## config.mk

```make
export PLATFORM = sky130hd
export DESIGN_NAME = seq_kick_gate
export DESIGN_NICKNAME = d
export VERILOG_FILES = /design/src/rtl/seq_kick_gate.sv
export SDC_FILE = /design/constraint.sdc
export NUM_CORES = 1
export LEC_CHECK = 0
export BUFFER_PORTS_ARGS = -buffer_cell sky130_fd_sc_hd__buf_4
export CORE_MARGIN = 1.5
export CORE_UTILIZATION = 49
export DETAILED_ROUTE_END_ITERATION = 7
export PLACE_DENSITY = 0.68
export SLEW_MARGIN = 40
export SYNTH_ARGS = -nofsm -noshare
export SYNTH_HDL_FRONTEND = slang
export SYNTH_SLANG_ARGS = --single-unit
```

## constraint.sdc

```tcl
create_clock -name clk -period 2.2 [get_ports clk]
set_input_delay 0 -clock clk [delete_from_list [all_inputs] [get_ports clk]]
set_output_delay 0 -clock clk [all_outputs]
set_load 0.05 [all_outputs]
```

## src/rtl/seq_kick_gate.sv

```systemverilog
module seq_kick_gate #(
  parameter int unsigned   W    = 16,
  parameter logic [W-1:0]  STEP = 'h1111
) (
  input  logic clk,
  input  logic rst,
  input  logic adv_i,
  input  logic val_i,
  output logic kick_o,
  output logic err_o
);

  logic [W-1:0] tok_q, exp_q;
  logic         kick_q, err_q;

  wire [W-1:0] exp_nx   = exp_q + STEP;
  wire         val_only = val_i & ~adv_i;
  wire         match    = (tok_q == exp_nx);
  wire         kick_d   = val_only & match & ~err_q;
  wire         bad      = (val_i & adv_i) | (val_only & ~match);

  always_ff @(posedge clk) begin
    if (rst) begin
      tok_q  <= '0;
      exp_q  <= '0;
      kick_q <= 1'b0;
      err_q  <= 1'b0;
    end else begin
      if (adv_i) tok_q <= tok_q + STEP;
      if (val_i) exp_q <= exp_nx;
      kick_q <= kick_d;
      err_q  <= err_q | bad;
    end
  end

  assign kick_o = kick_q;
  assign err_o  = err_q;

endmodule


```

# Word level (Yosys, flattened, before mapping)
# Index checks and enable logic that the tools add are counted.
# word_totals
ff_bits	34
output_inout_bits	2
# op_classes
addsub	2
n_eq_ne	1
n_bitwise	10
# op_table
op	n
adder 16 x 13 -> 16 bit, second input constant	2
== test 16 bit	1
bitwise AND 1 bit	5
NOT 1 bit	3
bitwise OR 1 bit	2

# Logic depth before layout (Yosys ltp)
# depth
depth_word	6
ltp_mapped	8

# Worst setup path after synthesis
# Ideal clock, no wire load.
# synth_path
path_kind	reg2reg
startpoint	register exp_q[1]
endpoint	register kick_q, in the netlist kick_o
setup_ns	0.061
t_arrival_ns	2.049
t_required_ns	2.139
path_slack_ns	0.090
path_stages_with_launch	9
path_buffers	1
cell_sequence	dfxtp_1 ha_1 a31o_1 buf_6 a21oi_2 or3_1 a211o_1 nor4_2 and4b_1
# synth_via
elab_chain_cells	4
# synth_rtl
element	line_no	rtl
start, declared	13	logic [W-1:0] tok_q, exp_q;
start signal, assigned	30	if (val_i) exp_q <= exp_nx;
adder 16 x 13 -> 16 bit	16	wire [W-1:0] exp_nx = exp_q + STEP;
== test 16 bit	18	wire match = (tok_q == exp_nx);
bitwise AND 1 bit (2 in series)	19	wire kick_d = val_only & match & ~err_q;
end signal, assigned	31	kick_q <= kick_d;
end, declared	14	logic kick_q, err_q;
# No other way between the ends.
# A chain may end at the register's enable or synchronous reset.

# Worst setup path in the final report
# Ends and elaborated chain as after synthesis.

==> run_results.csv <==
group,metric,value,unit
run_status,status,"finished, final reports clean",
clocking,cts_hold_buf,0,
clocking,cts_tree,"yes",
setup_path,start_kind,"flip-flop",
clocking,clockBufferDepth,2,
clocking,clkLatencyLatePin,0.29,ns
sta,fin_crit_sh,92.24,%
floorplan,die_x,69.06,um
routing,vias,1815,
sta,tns,0,ns
placed_design,dpl.hpwl,3341,um
setup_path,slowest_delay,0.36,ns
worst_hold_path,worstHoldPathCells,3,
sta,rsz0062_at_grt,"no",
clocking,cts_sinks,34,
sta,final_max_slew_viol_count,0,
setup_path,critPathSlowestCell,"or3_1",
grt,grt_pass1_wl,7797,um
logic_synthesis,synth_top_area_cell,"dfxtp_1",
layout,seq_area,680.7,um^2
setup_path,reg2reg_to,"kick_o$_SDFF_PP0_",
setup_path,worst_ep_required_time,2.43,ns
grt,grt_pass1_vias,1604,
power,total_leakage_power,0.9198,nW
grt,grt_use_total,20.71,%
logic_synthesis,ys_seq_area_share,31.83,%
clocking,clk_pin_slew,0.07,ns
logic_synthesis,yosys_warnings,0,
setup_path,crit_buf_inv,0,
logic_synthesis,syn-cell-area,2138,um^2
logic_synthesis,synthCells,267,
clocking,cts-root-buf,"clkbuf_8",
clocking,ctsHtreeMaxLevel,2,
logic_synthesis,synth-edff-count,0,
layout,nets,275,
routing,dr.pass1.iters,4,
power,power.density,604.2,nW/um^2
grt,grt_max_degree,35,
power,peakVddDrop,456.9,uV
sta,layout_min_cycle_time,2.029,ns
worst_hold_path,min_from,"adv_i",
layout,synthToLayoutAreaGrowth,7.841,%
setup_path,critical_path_class,"flip-flop to flip-flop",
sta,tightestPinTransition,0.4697,ns
setup_path,cp_cell_sequence,"ha_1 > a31o_4 > a21oi_2 > or3_1 > a211o_1 > nor4_2 > and4b_1",
placed_design,port_buffers,5,
logic_synthesis,syn-num-nets,273,
logic_synthesis,syn_area_per_cell,8.009,um^2
floorplan,ios,6,
sta,fin_skew,0.004814,ns
worst_hold_path,hold_class,"primary input to flip-flop",
run,drv_cap,0,
layout,drive_above_1_share,11.52,%
grt,antenna_found_initial,0,
routing,ant_nets,0,
logic_synthesis,synthArstFlopShare,0,%
setup_path,reg2reg_slack,0.17,ns
logic_synthesis,ys_ff_latch,34,
sta,hold_viol,0,
setup_path,startpoint,"exp_q[1]$_SDFFE_PP0P_",
setup_path,worst-path-max-fanout,10,
floorplan,start_util,52.33,%
routing,route.detailed.drc,0,
layout,multi_input_area,1344,um^2
setup_path,cp.arrival,2.26,ns
setup_path,cp_top_family,"simple AND/OR/NAND/NOR gates",
layout,postLayoutCoreUtil,56.43,%
setup_path,worst_setup_path_end_kind,"flip-flop",
floorplan,core,4086,um^2
routing,initialDrtViolationCount,161,
floorplan,die_area,4769,um^2
layout,antennaDiodeCount,0,
setup_path,reg2reg_from,"exp_q[1]$_SDFFE_PP0P_",
sta,maxSlewHeadroom,68.65,%
floorplan,die_h,69.06,um
clocking,cts_buffers,5,
routing,wl,4679,um
grt,gr-total-overflow,0,
worst_hold_path,hold_path_end,"tok_q[0]$_SDFFE_PP0P_",
layout,n_fill_cell,391,
logic_synthesis,synthTopCellsByArea,"dfxtp_1 (32%), xor2_1 (14%), nor2_1 (7.4%)",
logic_synthesis,ys.flop_type,"dfxtp_1",
floorplan,rows,23,
logic_synthesis,netlist.area_leader.share,31.83,%
setup_path,worstRegToRegCells,7,
placed_design,gp_congestion,0.9391,
sta,clock.fmax,492.8,MHz
logic_synthesis,synth_cell_types,50,
routing,routedWlPerCell,14.67,um
sta,finalSetupViolCount,0,
routing,via_per_inst,5.690,
-- cells in the mapped netlist, types with 2 or more instances --
library cell  instances
o31ai_1               2
and3_1                3
a21oi_1               5
inv_1                 4
o2111ai_1             2
xnor2_1              13
nor4b_1               2
nor4_1                3
clkbuf_1             14
o21ai_0              11
a41o_1                3
a31o_2                3
nand2_1              22
xor2_1               33
dfxtp_1              34
nand3b_1              4
o211ai_1              2
nor2b_1               2
o311a_1               2
mux2i_1               3
nand3_1               9
or3_1                 3
ha_1                  2
nor2_1               42
buf_2                 5
buf_6                 2
a31oi_1               3
nand2b_1              2
nand4_1               8
and2_1                4
-- registers in the layout, indices dropped and copies added, names as in the netlist --
name	flops
err_o	1
exp_q	16
tok_q	16
kick_o	1
-- per-stage QoR --
step	cell area, um^2	worst slack (ns)	instances	hold WS [ns]	power [mW]
finish	2306	0.1707	319	0.1011	1.393
global route	2306	0.03866	319	0.1181	1.453
CTS	2297	0.02169	319	0.09288	1.401
detailed placement	2221	0.03913	312	0.3920	0.9678
global placement	2221	0.09422	312	0.3892	0.9637
floorplan	2138	0.08965	267	0.2330	0.9080
-- worst max path at each step --
stage | slack (ns) | cells past startpoint | end
after floorplan | 0.09 | 8 | kick_o$_SDFF_PP0_
after global placement | 0.09 | 7 | kick_o$_SDFF_PP0_
after detailed placement | 0.04 | 7 | kick_o$_SDFF_PP0_
after CTS | 0.02 | 7 | kick_o$_SDFF_PP0_
after global routing | 0.04 | 7 | kick_o$_SDFF_PP0_
final | 0.17 | 7 | kick_o$_SDFF_PP0_
-- area by class of cell --
type,count,share of cell area (%)
Multi-Input combinational cell,207,58.27
Sequential cell,34,29.52
Timing Repair Buffer,17,5.534
Clock buffer,7,3.310
Tap cell,50,2.713
Inverter,4,0.6511
-- per-layer routing --
metal  wire length, um  part of all wire (%)  track usage, %  up-vias
li1                  -                     -               -      935
met5                 0                     0               0        -
met2              2048                    44           29.27       29
met1              2383                    51           29.95      845
met4                55                   1.2           9.150        0
met3               192                   4.1           4.532        6
-- timing repair --
action	4_1_cts	5_1_grt
endpoints found under the setup margin	0	2
buffers inserted	0	0
resized for setup	0	2
-- worst register-to-register path, stage by stage (launching register included) --
cell	delay, ns
dfxtp_1	0.34
ha_1	0.18
a31o_4	0.24
a21oi_2	0.09
or3_1	0.36
a211o_1	0.31
nor4_2	0.24
and4b_1	0.22
-- kinds of logic after synthesis --
| logic type | after synthesis | synth area share [%] |
|---|---|---|
| flops | 34 | 31.83 |
| compound gates | 47 | 15.86 |
| fa+ha+maj | 2 | 1.170 |
| simple gates | 109 | 25.16 |
| buf+inv | 26 | 5.734 |
| xor+xnor | 46 | 18.84 |
| mux | 3 | 1.404 |
-- power breakdown --
group	switching [mW]	total, mW	internal [mW]
clock network	0.216	0.434	0.218
logic	0.140	0.257	0.117
registers	0.0538	0.702	0.649
-- cell usage in the layout (no fill, tap or decap), types with 4 or more instances in the layout --
| cell type | synthesis | layout |
|---|---|---|
| and2_1 | 4 | 4 |
| buf_4 | 1 | 17 |
| nor2_1 | 42 | 42 |
| nand3b_1 | 4 | 4 |
| nand2_1 | 22 | 22 |
| xnor2_1 | 13 | 13 |
| inv_1 | 4 | 4 |
| nand3_1 | 9 | 9 |
| nand4_1 | 8 | 8 |
| a21oi_1 | 5 | 5 |
| o21ai_0 | 11 | 11 |
| dfxtp_1 | 34 | 34 |
| xor2_1 | 33 | 33 |
| clkbuf_8 | 0 | 5 |
Note: power is estimated with default switching activity, not from simulation.
